**src/rtl/cirq_pkg.sv**
```systemverilog
package cirq_pkg;
   // word indices of the register port; the decode order is fixed
   localparam int unsigned WORD_STAT = 0;
   localparam int unsigned WORD_MASK = 1;
   localparam int unsigned WORD_CTRL = 2;
endpackage

```
**src/rtl/cirq_regs.sv**
```systemverilog
module cirq_regs
   import cirq_pkg::*;
#(
   parameter int unsigned NUM_CHAN = 16,
   parameter int unsigned DATA_W   = 32,
   parameter int unsigned ADDR_W   = 2,
   parameter int unsigned EN_BIT   = 20
) (
   input  logic                clk,
   input  logic                rst_n,
   input  logic [ADDR_W-1:0]   addr,
   input  logic                wr,
   input  logic [DATA_W-1:0]   wdata,
   output logic [NUM_CHAN-1:0] mask_q,
   output logic                gen_en_q
);
   localparam logic [ADDR_W-1:0] A_MASK = ADDR_W'(WORD_MASK);
   localparam logic [ADDR_W-1:0] A_CTRL = ADDR_W'(WORD_CTRL);

   logic hit_mask, hit_ctrl;
   assign hit_mask = wr && (addr == A_MASK);
   assign hit_ctrl = wr && (addr == A_CTRL);

   always_ff @(posedge clk) begin
      if (!rst_n) begin
         mask_q   <= '1;
         gen_en_q <= 1'b0;
      end else begin
         if (hit_mask) mask_q   <= wdata[NUM_CHAN-1:0];
         if (hit_ctrl) gen_en_q <= wdata[EN_BIT];
      end
   end


   mask_load_chk: assert property (@(posedge clk) disable iff (!rst_n)
      (wr && addr == A_MASK) |=> (mask_q == $past(wdata[NUM_CHAN-1:0])));


   ro_write_ign_chk: assert property (@(posedge clk) disable iff (!rst_n)
      (wr && addr != A_MASK && addr != A_CTRL) |=> ($stable(mask_q) && $stable(gen_en_q)));
endmodule

```
**src/rtl/cirq_merge.sv**
```systemverilog
module cirq_merge #(
   parameter int unsigned NUM_CHAN = 16
) (
   input  logic                clk,
   input  logic                rst_n,
   input  logic [NUM_CHAN-1:0] req,
   input  logic [NUM_CHAN-1:0] mask,
   input  logic                gen_en,
   output logic [NUM_CHAN-1:0] pend,
   output logic                irq_q
);
   genvar ch;
   generate
      for (ch = 0; ch < NUM_CHAN; ch++) begin : g_chan
         // a set mask bit blocks the channel
         assign pend[ch] = req[ch] & ~mask[ch];
      end
   endgenerate

   always_ff @(posedge clk) begin
      if (!rst_n) irq_q <= 1'b0;
      else        irq_q <= gen_en & (|pend);
   end
endmodule

```
**src/rtl/cirq_rdmux.sv**
```systemverilog
module cirq_rdmux
   import cirq_pkg::*;
#(
   parameter int unsigned NUM_CHAN  = 16,
   parameter int unsigned DATA_W    = 32,
   parameter int unsigned ADDR_W    = 2,
   parameter int unsigned EN_BIT    = 20,
   parameter bit          RDATA_REG = 1'b0
) (
   input  logic                clk,
   input  logic                rst_n,
   input  logic [ADDR_W-1:0]   addr,
   input  logic [NUM_CHAN-1:0] req,
   input  logic [NUM_CHAN-1:0] mask,
   input  logic                gen_en,
   output logic [DATA_W-1:0]   rdata
);
   localparam logic [ADDR_W-1:0] A_STAT = ADDR_W'(WORD_STAT);
   localparam logic [ADDR_W-1:0] A_MASK = ADDR_W'(WORD_MASK);
   localparam logic [ADDR_W-1:0] A_CTRL = ADDR_W'(WORD_CTRL);

   logic [DATA_W-1:0] word;

   always_comb begin
      word = '0;
      if (addr == A_STAT)      word[NUM_CHAN-1:0] = req;
      else if (addr == A_MASK) word[NUM_CHAN-1:0] = mask;
      else if (addr == A_CTRL) word[EN_BIT]       = gen_en;
   end

   generate
      if (RDATA_REG) begin : g_flop
         logic [DATA_W-1:0] rd_q;
         always_ff @(posedge clk) begin
            if (!rst_n) rd_q <= '0;
            else        rd_q <= word;
         end
         assign rdata = rd_q;
      end else begin : g_comb
         logic unused_clk;
         assign unused_clk = clk ^ rst_n;
         assign rdata = word;
      end
   endgenerate
endmodule

```
**src/rtl/cirq_collector.sv**
```systemverilog
module cirq_collector
   import cirq_pkg::*;
#(
   parameter int unsigned NUM_CHAN  = 16,
   parameter int unsigned DATA_W    = 32,
   parameter int unsigned ADDR_W    = 2,
   parameter int unsigned EN_BIT    = 20,
   parameter bit          RDATA_REG = 1'b0
) (
   input  logic                clk,
   input  logic                rst_n,
   input  logic [NUM_CHAN-1:0] chan_req,
   input  logic [ADDR_W-1:0]   bus_addr,
   input  logic                bus_wr,
   input  logic [DATA_W-1:0]   bus_wdata,
   output logic [DATA_W-1:0]   bus_rdata,
   output logic                irq_out
);
   generate
      if (NUM_CHAN < 1 || NUM_CHAN > DATA_W) begin : g_bad_chan
         $error("cirq_collector: NUM_CHAN must lie in 1..DATA_W");
      end
      if (EN_BIT >= DATA_W || EN_BIT < NUM_CHAN) begin : g_bad_en
         $error("cirq_collector: EN_BIT must sit above the channel field inside the word");
      end
      if (ADDR_W < 2) begin : g_bad_addr
         $error("cirq_collector: ADDR_W must cover three register words");
      end
   endgenerate

   logic [NUM_CHAN-1:0] mask;
   logic [NUM_CHAN-1:0] pend;
   logic                gen_en;

   cirq_regs #(
      .NUM_CHAN (NUM_CHAN),
      .DATA_W   (DATA_W),
      .ADDR_W   (ADDR_W),
      .EN_BIT   (EN_BIT)
   ) u_regs (
      .clk      (clk),
      .rst_n    (rst_n),
      .addr     (bus_addr),
      .wr       (bus_wr),
      .wdata    (bus_wdata),
      .mask_q   (mask),
      .gen_en_q (gen_en)
   );

   cirq_merge #(
      .NUM_CHAN (NUM_CHAN)
   ) u_merge (
      .clk      (clk),
      .rst_n    (rst_n),
      .req      (chan_req),
      .mask     (mask),
      .gen_en   (gen_en),
      .pend     (pend),
      .irq_q    (irq_out)
   );

   cirq_rdmux #(
      .NUM_CHAN  (NUM_CHAN),
      .DATA_W    (DATA_W),
      .ADDR_W    (ADDR_W),
      .EN_BIT    (EN_BIT),
      .RDATA_REG (RDATA_REG)
   ) u_rdmux (
      .clk      (clk),
      .rst_n    (rst_n),
      .addr     (bus_addr),
      .req      (chan_req),
      .mask     (mask),
      .gen_en   (gen_en),
      .rdata    (bus_rdata)
   );


   gate_off_chk: assert property (@(posedge clk) disable iff (!rst_n)
      !$past(gen_en) |-> !irq_out);


   all_blocked_chk: assert property (@(posedge clk) disable iff (!rst_n)
      $past(&mask) |-> !irq_out);


   irq_cause_chk: assert property (@(posedge clk) disable iff (!rst_n)
      irq_out |-> $past(pend != '0));


   irq_follow_chk: assert property (@(posedge clk) disable iff (!rst_n)
      $past(gen_en && (pend != '0)) |-> irq_out);
endmodule

```
**config.mk**
```make
export PLATFORM = sky130hd
export DESIGN_NAME = cirq_collector
export DESIGN_NICKNAME = d
export VERILOG_FILES = /design/src/rtl/cirq_pkg.sv /design/src/rtl/cirq_regs.sv /design/src/rtl/cirq_merge.sv /design/src/rtl/cirq_rdmux.sv /design/src/rtl/cirq_collector.sv
export SDC_FILE = /design/constraint.sdc
export NUM_CORES = 1
export LEC_CHECK = 0
export ABC_AREA = 1
export BUFFER_PORTS_ARGS = -buffer_cell sky130_fd_sc_hd__buf_2
export CAP_MARGIN = 30
export CORE_ASPECT_RATIO = 1.1
export CORE_MARGIN = 5
export CORE_UTILIZATION = 41
export CTS_CLUSTER_SIZE = 14
export DETAILED_ROUTE_END_ITERATION = 12
export PLACE_DENSITY = 0.86
export SLEW_MARGIN = 15
export SYNTH_ARGS = -nofsm -noshare
export SYNTH_HDL_FRONTEND = slang
export SYNTH_SLANG_ARGS = --single-unit
```
**constraint.sdc**
```tcl
create_clock -name clk -period 1 [get_ports clk]
set_input_delay 0.1 -clock clk [delete_from_list [all_inputs] [get_ports clk]]
set_output_delay 0.1 -clock clk [all_outputs]
set_load 0.05 [all_outputs]
```
* Word-level counts from Yosys, hierarchy flattened *
Index checks and enable logic that the tools add are counted.

word-level totals
  bits in registers = 18
  latch bits = 0
  RAM bits = 0
  bits in read-only memories = 0
  input port bits = 53
  output and inout port bits = 33
  word-level logic and storage cells = 47
  memories = 0

operators by class
  add/sub/neg operators = 0
  multipliers = 0
  divide/modulo/power cells = 0
  $lt $le $gt $ge = 0
  equal/unequal tests = 2
  shift-type cells = 0
  mux-type cells = 5
  bitwise operators = 33
  reduce and logical (&&, ||, !) cells = 4

operators by type and width
  operator              count
  $mux W16              2
  $and A1 B1 Y1         17
  $not A1 Y1            16
  $reduce_or A16 Y1     1
  $mux W1               3
  $eq A2 B1 Y1 const B  1
  $eq A2 B2 Y1 const B  1
  $logic_and A1 B1 Y1   2
  $logic_not A2 Y1      1

* Logic depth before layout (Yosys ltp) *
Gate-level depths: netlist of the first run.

  depth after elaboration = 4
  depth in mapped cells = 7
  mapped depth without buffers = 7

* Modules after synthesis *
A second synthesis of the first run with hierarchy kept.

second synthesis, totals
  cells, all modules = 220
  area, all modules = 1,416.4 um^2

modules (own cells, without submodules)
  module      instances  cells each  area each (um^2)  seq. area each (um^2)
  cirq_regs   1          82          770.7             340.3
  cirq_rdmux  1          72          371.6             0.0
  cirq_merge  1          66          274.0             20.0

* Worst setup path before layout of the first run *
Ideal clock, no wire load.

  path kind = register to output
  from = register u_regs.mask_q[0]
  to = output port bus_rdata[0]
  arrival time = 1,446 ps
  data required time = 900 ps
  path slack = -546 ps
  cell stages (with the launch flop) = 3
  buffers on the path = 0
  cells stage by stage = dfxtp_1 inv_1 o21ai_0

between the ends
  word-level cells in the longest chain between the ends = 2

RTL lines
  what                    line                  RTL
  from (decl)             cirq_regs.sv:14       output logic [NUM_CHAN-1:0] mask_q,
  from (signal assigned)  cirq_regs.sv:29       if (hit_mask) mask_q <= wdata[NUM_CHAN-1:0];
  $mux W16                cirq_rdmux.sv:27      else if (addr == A_MASK) word[NUM_CHAN-1:0] = mask;
  $mux W16                cirq_rdmux.sv:26      if (addr == A_STAT) word[NUM_CHAN-1:0] = req;
  to (decl)               cirq_collector.sv:16  output logic [DATA_W-1:0] bus_rdata,

Every way passes these cells.

* Worst setup path after layout of the first run *
  from = register u_regs.gen_en_q
  to = output port bus_rdata[20]

between the ends
  word-level cells in the longest chain between the ends = 3

RTL lines
  what                    line              RTL
  from (decl)             cirq_regs.sv:15   output logic gen_en_q
  from (signal assigned)  cirq_regs.sv:30   if (hit_ctrl) gen_en_q <= wdata[EN_BIT];
  $mux W1                 cirq_rdmux.sv:28  else if (addr == A_CTRL) word[EN_BIT] = gen_en;
  $mux W1                 cirq_rdmux.sv:27
  $mux W1                 cirq_rdmux.sv:26

Every way passes these cells.

==> results of run 1 <==
[where the power goes]
group | internal (W) | switching (W)
clock network | 0.000223 | 0.000243
logic | 0.000405 | 0.000653
registers | 0.000759 | 0.0000166
[metal layers]
layer | vias to the layer above | part of all wire [%] | global-route usage (%)
met5 | - | 0 | 0
met1 | 666 | 37 | 23.9
li1 | 685 | - | -
met4 | 0 | 3.1 | 11.4
met3 | 12 | 6.3 | 2.71
met2 | 60 | 54 | 37.2
[cell families after synthesis]
family                 Yosys count
AND/OR/NAND/NOR                 69
AO/OA/AOI/OAI                   34
other                            1
flip-flops                      18
buffers and inverters           43
[sequential cells by signal (all words and copies together), names as in the netlist]
| name | cells |
|---|---|
| u_regs.gen_en_q | 1 |
| u_regs.mask_q | 16 |
| u_merge.irq_q | 1 |
[cells in the mapped netlist]
master	n
nand2_2	5
buf_6	3
nor2_1	6
o211ai_2	16
inv_1	17
nor3_1	1
clkinv_2	1
conb_1	1
a21oi_1	1
o21ai_1	11
inv_2	2
dfxtp_1	18
nand3_1	17
nand2_1	39
o21ai_0	6
buf_2	4
buf_4	16
nand3_2	1
[per-stage QoR]
stage | power [W] | area (sq um) | cells | setup TNS, ns
after floorplan | 0.00142 | 1400 | 179 | -0.548
after global placement | 0.00157 | 1650 | 251 | -1.08
after detailed placement | 0.00158 | 1650 | 251 | -1.42
after CTS | 0.00224 | 2080 | 283 | -1.43
after global routing | 0.00240 | 2180 | 285 | -2.24
final | 0.00230 | 2180 | 285 | -1.42
[tightest hold or removal path: cells and delay by family]
family	cells	cell delay [ns]
buffers and inverters	1	0.09
and+or+nand+nor	1	0.06
AOI/OAI and AO/OA	1	0.05
[final cells by class]
| type | count | area, sq um |
|---|---|---|
| Tap cell | 33 | 41.3 |
| Multi-Input combinational cell | 118 | 843 |
| Clock buffer | 4 | 36.3 |
| Inverter | 20 | 78.8 |
| Timing Repair Buffer | 92 | 798 |
| Sequential cell | 18 | 382 |
| Fill cell | 166 | 623 |
[final timing paths]
kind,cells past startpoint,slack [ns],endpoint
setup / recovery,3,-0.14,bus_rdata[20]
hold / removal,3,0.01,u_regs.mask_q[0]
setup reg to reg,8,-0.03,u_merge.irq_q
hold reg to reg,2,0.45,u_merge.irq_q
[repair_timing]
item | 4_1_cts | 5_1_grt
hold buffers | 13 | 0
setup endpoints to repair | 17 | 19
endpoints found under the hold margin | 13 | 0
gates cloned | 0 | 0
setup buffers | 15 | 2
pin swaps | 16 | 12
resized for setup | 74 | 27
==> flow_summary_export.csv, run 1 <==
group,metric,value,unit
power_and_ir_drop,power-per-cell-area,1060,mW/mm^2
routing,vias,1423,
run_status,violations,"setup timing",
synth,yosysSeqAreaShare,29.9,%
floorplan,die-area,0.00412,sq mm
synth,post-synth-top-area-fraction,29.9,%
floorplan,start_util,43.0,%
place,placement.setup.worst_slack,-0.100,ns
synth,fraction_of_the_mapped_netlist_area_in_simple_logic_gates,24.9,%
global_routing,wire_length_of_the_first_global_routing_pass,6.46,mm
critical_path,critical_path_arrival,1.04,ns
synth,synth.cell_area,0.00120,sq mm
power_and_ir_drop,power_leakage,1.06,nW
critical_path,kind_of_start_point_of_the_critical_path,"flip-flop",
routing,drc_errors,0,
floorplan,placeableCoreArea,0.00280,sq mm
sta,timing.final.hold_violations,0,
run,max_cap_violations,0,
finish,utilization,77.8,%
clock_network,cts_htree_levels,1,
finish,area_delta_synth_final,80.9,%
sta,worst_slack,-0.138,ns
synth,yosysWarnings,0,
critical_path,setup.worst_path.end_class,"primary output",
routing,routed_via_density,4.99,
critical_path,cpPeakStageDelay,0.35,ns
clock_network,cts.reportedPaths.clkPinSlew,0.11,ns
critical_path,cp.required,0.90,ns
critical_path,timing.rr.start,"u_regs.mask_q[1]",
synth,synth.ff_latch_count,18,
sta,maxSlewViolCount,0,
synth,synth_compound_gate_area_share,24.1,%
floorplan,row_count,20,
place,placement.io_buffers,55,
routing,ant_nets,0,
floorplan,boundary_pin_count,86,
hold_path,worst_hold_start,"bus_wdata[0]",
finish,finish.net_count,306,
finish,final_common_cell,"buf_2",
global_routing,antenna_found_initial,0,
routing,first_pass_iters,4,
synth,synth_top_family_by_area,"simple AND/OR/NAND/NOR gates",
critical_path,crit_path_max_fanout,2,
sta,share_of_the_clock_period_used_by_the_worst_path_after_layout,114,%
critical_path,timing.critical_path.from,"u_regs.gen_en_q",
global_routing,grt_use_total,21.2,%
power_and_ir_drop,vdd_drop_max,699,uV
floorplan,die-width,61.7,microns
run_status,outcome,"complete, but fails checks",
synth,yosys-mux-area-fraction,0,%
clock_network,cts.sinks,18,
floorplan,chipHeight,66.9,microns
synth,xor_xnor_cell_area_share_of_the_yosys_netlist,0,%
sta,finalCriticalPeriod,1.14,ns
clock_network,numCtsBuffers,3,
synth,post_synth_inst_count,165,
synth,syn_avg_cell_area,7.30,sq um
sta,finalHoldWorstSlack,0.0118,ns
finish,layout-drive-gt1-share,68.7,%
synth,synth_cell_type_count,18,
routing,drt_initial_violations,56,
clock_network,cts.root.buffer_cell,"clkbuf_4",
critical_path,critical-path-slowest-cell,"dfxtp_2",
synth,synthAdderAreaFrac,0,%
routing,routed_wire_length_per_instance,15.3,microns
sta,fin_skew,0.000975,ns
critical_path,worstPathCellList,"inv_2, nor3_4, buf_6",
sta,final-setup-viol-count,18,
critical_path,critPathBufInv,2,
finish,most-common-layout-cells,"buf_2, nand2_1, inv_2, buf_6",
clock_network,cts-root-to-sink-buffers,2,
routing,totalWireLength,4.36,mm
hold_path,min_path_type,"primary input to flip-flop",
clock_network,tritoncts,"built",
synth,yosys.area.top_type,"dfxtp_1",
global_routing,grt_start_max_net_pins,19,
finish,antenna_cells,0,
critical_path,crit_family,"flip-flops",
sta,rsz0062_at_grt,"yes",
place,finalWeightedCongestion,0.839,
critical_path,worst-setup-path-type,"flip-flop to primary output",
place,hpwl,2.43,mm
global_routing,grt_overflow_total,0,
sta,achievable-frequency,0.879,GHz
global_routing,vias_in_the_first_global_route,1423,
synth,cell_types_occupying_the_most_area_after_synthesis,"dfxtp_1, o211ai_2, nand2_1",
clock_network,clock_insertion_delay_worst_skew,0.30,ns
(Power assumes the default switching activity.)
==> run 2, diff against run 1 <==
--- a/config.mk
+++ b/config.mk
@@ -9,11 +9,11 @@
 export BUFFER_PORTS_ARGS = -buffer_cell sky130_fd_sc_hd__buf_2
 export CAP_MARGIN = 30
 export CORE_ASPECT_RATIO = 1.1
-export CORE_MARGIN = 5
 export CORE_UTILIZATION = 41
 export CTS_CLUSTER_SIZE = 14
 export DETAILED_ROUTE_END_ITERATION = 12
 export PLACE_DENSITY = 0.86
+export RECOVER_POWER = 50
 export SLEW_MARGIN = 15
 export SYNTH_ARGS = -nofsm -noshare
 export SYNTH_HDL_FRONTEND = slang
==> run 2 against run 1 <==
Critical path depth did not move. Critical path type unchanged. Critical endpoint unchanged. Clock-buffer cell count fell by 1. Wire length fell by 11%. Fmax fell by 0.47%. Worst hold slack got worse by 0.011 ns. The flow still finishes with violations (setup timing). Sequential share of layout area rose by 1.6 points.
==> flow_summary_export.csv, run 2 (synthesis results as in run 1) <==
group,metric,value,unit
power_and_ir_drop,vdd_drop_max,818,uV
finish,fillcell_total,202,
clock_network,cts-root-to-sink-buffers,2,
floorplan,row_count,20,
sta,rsz0062_at_grt,"yes",
critical_path,timing.rr.start,"u_regs.mask_q[1]",
clock_network,cts_htree_levels,1,
sta,timing.final.hold_violations,0,
global_routing,grt_overflow_total,0,
critical_path,crit_path_max_fanout,2,
routing,routed_wire_length_per_instance,14.4,microns
routing,totalWireLength,3.90,mm
finish,antenna_cells,0,
place,finalWeightedCongestion,0.825,
finish,area_delta_synth_final,65.5,%
sta,share_of_the_clock_period_used_by_the_worst_path_after_layout,114,%
critical_path,reg2regPathDepth,8,
floorplan,boundary_pin_count,86,
clock_network,cts.reportedPaths.clkPinSlew,0.11,ns
critical_path,critical_path_arrival,1.04,ns
finish,layout_top_registers,"u_regs.mask_q (16), u_merge.irq_q (1), u_regs.gen_en_q (1)",
sta,finalCriticalPeriod,1.14,ns
critical_path,timing.critical_path.from,"u_regs.gen_en_q",
clock_network,clock_insertion_delay_worst_skew,0.30,ns
finish,stdcell_count,270,
sta,fin_skew,0.00902,ns
hold_path,min_path_type,"primary input to flip-flop",
critical_path,critical-path-slowest-cell,"dfxtp_2",
finish,largest_register_ffs,16,
clock_network,cts.root.buffer_cell,"clkbuf_4",
critical_path,kind_of_start_point_of_the_critical_path,"flip-flop",
critical_path,crit_path_depth,3,
place,placement.setup.worst_slack,-0.103,ns
place,place_area,0.00164,sq mm
critical_path,critPathBufInv,2,
routing,drc_errors,0,
place,dp_cells,250,
critical_path,worstPathCellList,"inv_2, nor3_4, buf_6",
finish,finish.net_count,292,
critical_path,crit_family,"flip-flops",
finish,utilization,71.8,%
clock_network,tritoncts,"built",
global_routing,grt_use_total,24.9,%
routing,vias,1344,
run_status,violations,"setup timing",
floorplan,die-width,53.7,microns
power_and_ir_drop,power-per-cell-area,1070,mW/mm^2
clock_network,numCtsBuffers,3,
sta,final-setup-viol-count,18,
routing,drt_initial_violations,39,
clock_network,cts.sinks,18,
critical_path,critical_path_sink,"bus_rdata[20]",
routing,routed_via_density,4.98,
critical_path,cpPeakStageDelay,0.36,ns
critical_path,r2r_setup_slack,-0.02,ns
sta,maxSlewViolCount,0,
global_routing,wire_length_of_the_first_global_routing_pass,5.55,mm
finish,final_common_cell,"buf_2",
global_routing,vias_in_the_first_global_route,1199,
floorplan,die-area,0.00316,sq mm
sta,worst_slack,-0.144,ns
routing,first_pass_iters,4,
sta,achievable-frequency,0.874,GHz
global_routing,antenna_found_initial,0,
place,hpwl,2.20,mm
critical_path,r2r-end,"u_merge.irq_q",
critical_path,worst-setup-path-type,"flip-flop to primary output",
finish,layout-drive-gt1-share,72.2,%
place,placement.io_buffers,55,
finish,max_flop_register,"u_regs.mask_q",
critical_path,setup.worst_path.end_class,"primary output",
global_routing,grt_start_max_net_pins,19,
finish,most-common-layout-cells,"buf_2, nand2_1, buf_6, nand2_2",
floorplan,chipHeight,58.9,microns
floorplan,placeableCoreArea,0.00278,sq mm
hold_path,min_delay_path_depth,3,
clock_network,number_of_hold_repair_buffers_added_at_the_cts_stage,0,
routing,ant_nets,0,
finish,fin_area,0.00199,sq mm
floorplan,start_util,43.4,%
run,max_cap_violations,0,
power_and_ir_drop,power_leakage,0.982,nW
run_status,outcome,"complete, but fails checks",
critical_path,cp.required,0.90,ns
[run 2: cell count changes in the layout (fill, tap and decap cells not counted), moves of 2 or more]
| cell | change |
|---|---|
| dlygate4sd3_1 | -13 |
| buf_6 | +7 |
| buf_4 | -5 |
| buf_8 | -3 |
| nand2_2 | +3 |
| buf_12 | -2 |
| buf_2 | +2 |
| inv_1 | +2 |
| nand2_4 | -2 |
| nor2_1 | -2 |
| nor2_2 | +2 |
[run 2: repair_timing]
action | 4_1_cts | 5_1_grt
resized for setup | 73 | 30
hold endpoints to repair | 0 | 0
pin swaps | 15 | 13
setup endpoints to repair | 17 | 18
setup buffers | 15 | 2
[run 2: metrics by stage]
stage | setup TNS [ns] | hold slack (ns) | total power, W
CTS | -1.08 | 0.000911 | 0.00208
finish | -1.39 | 0.000852 | 0.00214
floorplan | -0.548 | 0.209 | 0.00142
global route | -1.86 | 0.0133 | 0.00221
detailed placement | -1.11 | 0.307 | 0.00158
global placement | -0.895 | 0.307 | 0.00157
[run 2: worst register-to-register path, cell delays in order, from the launching register on]
cell and delay, ns:
dfxtp_2 0.33, inv_2 0.04, buf_4 0.13, nand2_1 0.07
nand2_2 0.05, nor2_2 0.10, nand2_1 0.06, nor2_1 0.11
nor2_1 0.05
[run 2: worst min path at each step]
stage | startpoint | to
3_5_place_dp | bus_wdata[3] | u_regs.mask_q[3]
4_1_cts | bus_wdata[3] | u_regs.mask_q[3]
2_1_floorplan | bus_wdata[3] | u_regs.mask_q[3]
6_report | bus_wdata[12] | u_regs.mask_q[12]
3_3_place_gp | bus_wdata[1] | u_regs.mask_q[1]
5_1_grt | bus_wdata[5] | u_regs.mask_q[5]
[run 2: cell type report]
cell class / count / area, sq um / area share, %
multi-input combinational: 118 / 841 / 42.2
inverter: 20 / 77.6 / 3.89
sequential: 18 / 380 / 19.1
tap: 33 / 41.3 / 2.07
timing repair buffer: 78 / 632 / 31.7
clock buffer: 3 / 22.5 / 1.13
[run 2: report_power, final]
group	switching [W]	total [W]	internal (W)
clock	0.000228	0.000369	0.000141
combinational	0.000637	0.000994	0.000357
sequential	0.0000174	0.000776	0.000759
[run 2: per-layer routing]
layer / part of all wire (%) / up-vias / GRT usage [%]
met5: 0 / - / 0
met1: 41 / 630 / 28.5
met4: 2.2 / 0 / 10.9
met2: 53 / 49 / 44.1
li1: - / 656 / -
met3: 3.9 / 9 / 3.88
==> run 3, diff against run 2 <==
==> constraint.sdc (replaced) <==
create_clock -name clk -period 1.1 [get_ports clk]
set_input_delay 0.11 -clock clk [delete_from_list [all_inputs] [get_ports clk]]
set_output_delay 0.11 -clock clk [all_outputs]
set_load 0.05 [all_outputs]
==> run 3 against run 2 <==
Utilization down 5.8 points. Sequential share of layout area rose by 1.7 points. Clock-buffer cell count is 1 higher. The run still ends with setup timing left. Clock skew down 0.00061 ns. Cell count down 1.9%. Sequential power is 9.1% lower. Register-to-register slack better by 0.12 ns. Clock power is 11% higher. First-iteration DRC count is 72% lower. Non-clock buffer count fell by 6. Critical path type unchanged.
==> flow_summary_export.csv, run 3 (synthesis results as in run 1) <==
group,metric,value,unit
run_status,outcome,"complete, but fails checks",
run_status,violations,"setup timing",
clock_network,clock_insertion_delay_worst_skew,0.29,ns
finish,layout_top_registers,"u_regs.mask_q (16), u_merge.irq_q (1), u_regs.gen_en_q (1)",
critical_path,kind_of_start_point_of_the_critical_path,"flip-flop",
clock_network,cts.sinks,18,
clock_network,cts_htree_levels,1,
sta,finalCriticalPeriod,1.14,ns
global_routing,grt_overflow_total,0,
hold_path,min_path_type,"primary input to flip-flop",
critical_path,cpPeakStageDelay,0.35,ns
routing,routed_via_density,4.66,
sta,timing.final.hold_violations,0,
routing,routed_wire_length_per_instance,11.2,microns
global_routing,grt_start_max_net_pins,21,
floorplan,placeableCoreArea,0.00278,sq mm
global_routing,antenna_found_initial,0,
finish,layout-drive-gt1-share,65.1,%
clock_network,cts.root.buffer_cell,"clkbuf_4",
clock_network,numCtsBuffers,3,
power_and_ir_drop,power-per-cell-area,1050,mW/mm^2
power_and_ir_drop,vdd_drop_max,685,uV
global_routing,grt_use_total,19.8,%
critical_path,cp.required,0.99,ns
finish,area_delta_synth_final,52.1,%
floorplan,die-area,0.00316,sq mm
place,finalWeightedCongestion,0.721,
finish,fin_area,0.00183,sq mm
routing,drt_initial_violations,11,
floorplan,boundary_pin_count,86,
critical_path,setup.worst_path.end_class,"primary output",
routing,first_pass_iters,4,
critical_path,worstPathCellList,"inv_2, nor3_4, buf_6",
critical_path,critical_path_arrival,1.03,ns
sta,share_of_the_clock_period_used_by_the_worst_path_after_layout,103,%
routing,totalWireLength,2.97,mm
sta,final-setup-viol-count,5,
finish,sequential_cell_area,382,sq um
run,max_cap_violations,0,
clock_network,cts-root-to-sink-buffers,2,
critical_path,crit_family,"flip-flops",
routing,vias,1234,
place,place_area,0.00153,sq mm
clock_network,cts.reportedPaths.clkPinSlew,0.11,ns
routing,drc_errors,0,
place,placement.io_buffers,55,
sta,achievable-frequency,0.879,GHz
finish,final_common_cell,"nand2_1",
finish,largest_register_ffs,16,
sta,fin_skew,0.00841,ns
critical_path,critical-path-slowest-cell,"dfxtp_2",
global_routing,wire_length_of_the_first_global_routing_pass,4.52,mm
floorplan,row_count,20,
place,hpwl,2.03,mm
power_and_ir_drop,power_leakage,0.921,nW
sta,fin_tns_setup,-0.130,ns
critical_path,crit_path_max_fanout,2,
floorplan,start_util,43.4,%
finish,area_taken_by_multi_input_logic_gates,723,sq um
clock_network,tritoncts,"built",
routing,ant_nets,0,
finish,most-common-layout-cells,"nand2_1, buf_2, inv_2",
sta,maxSlewViolCount,0,
global_routing,vias_in_the_first_global_route,1058,
sta,rsz0062_at_grt,"yes",
floorplan,die-width,53.7,microns
finish,finish.net_count,286,
floorplan,chipHeight,58.9,microns
finish,max_flop_register,"u_regs.mask_q",
finish,fillcell_total,234,
finish,antenna_cells,0,
sta,worst_slack,-0.0381,ns
critical_path,critPathBufInv,2,
critical_path,worst-setup-path-type,"flip-flop to primary output",
run 3: cell types whose count changed in the layout (fill, tap and decap cells not counted), moves of 2 or more:
cell and delta:
buf_12 +2, inv_1 -2, o21ai_2 +10, o21ai_4 -10, buf_8 -2, buf_4 +3, buf_6 -8, nand2_2 -14
nor2_1 +3, nor2_2 -3, inv_2 +2, nand2_1 +14
run 3: tightest hold or removal path: stages:
cell and delay (ns):
buf_2 0.08, nand2_2 0.05, o211ai_2 0.04
run 3: area by class of cell:
| class | count | area share, % |
|---|---|---|
| Clock buffer | 4 | 1.98 |
| Sequential cell | 18 | 20.8 |
| Inverter | 20 | 4.16 |
| Timing Repair Buffer | 72 | 31.3 |
| Tap cell | 33 | 2.25 |
| Multi-Input combinational cell | 118 | 39.5 |
run 3: final timing paths:
kind	from	endpoint	slack [ns]	depth (start not counted)
setup / recovery	u_regs.gen_en_q	bus_rdata[20]	-0.04	3
hold / removal	bus_wdata[4]	u_regs.mask_q[4]	0.01	3
setup reg to reg	u_regs.mask_q[1]	u_merge.irq_q	0.10	8
hold reg to reg	u_regs.gen_en_q	u_regs.gen_en_q	0.50	2
run 3: per-layer routing:
metal / global-route usage [%] / vias to the layer above / wire, microns
li1: - / 645 / -
met1: 22.9 / 535 / 1150
met2: 35.6 / 50 / 1650
met3: 1.03 / 4 / 114
met4: 9.77 / 0 / 49
met5: 0 / - / 0
run 3: repair_timing:
item | in CTS | in global routing
setup buffers | 1 | 7
hold buffers | 0 | 1
resized for setup | 62 | 23
setup endpoints to repair | 17 | 17
pin swaps | 17 | 8
endpoints found under the hold margin | 0 | 1
run 3: through the flow:
step	util, %	hold slack (ns)	setup slack (ns)	std cells	total power (W)
2_1_floorplan	-	0.219	-0.227	179	0.00124
3_3_place_gp	55.2	0.315	-0.0297	252	0.00138
3_5_place_dp	55.2	0.318	-0.0388	252	0.00138
4_1_cts	62.8	0.0146	-0.0504	257	0.00188
5_1_grt	66.0	0.00482	-0.0920	265	0.00202
6_report	66.0	0.0108	-0.0381	265	0.00192
run 3: report_power, final:
group / total, W / switching [W] / internal [W]
registers: 0.000705 / 0.0000146 / 0.000690
logic: 0.000807 / 0.000525 / 0.000282
clock network: 0.000410 / 0.000209 / 0.000202
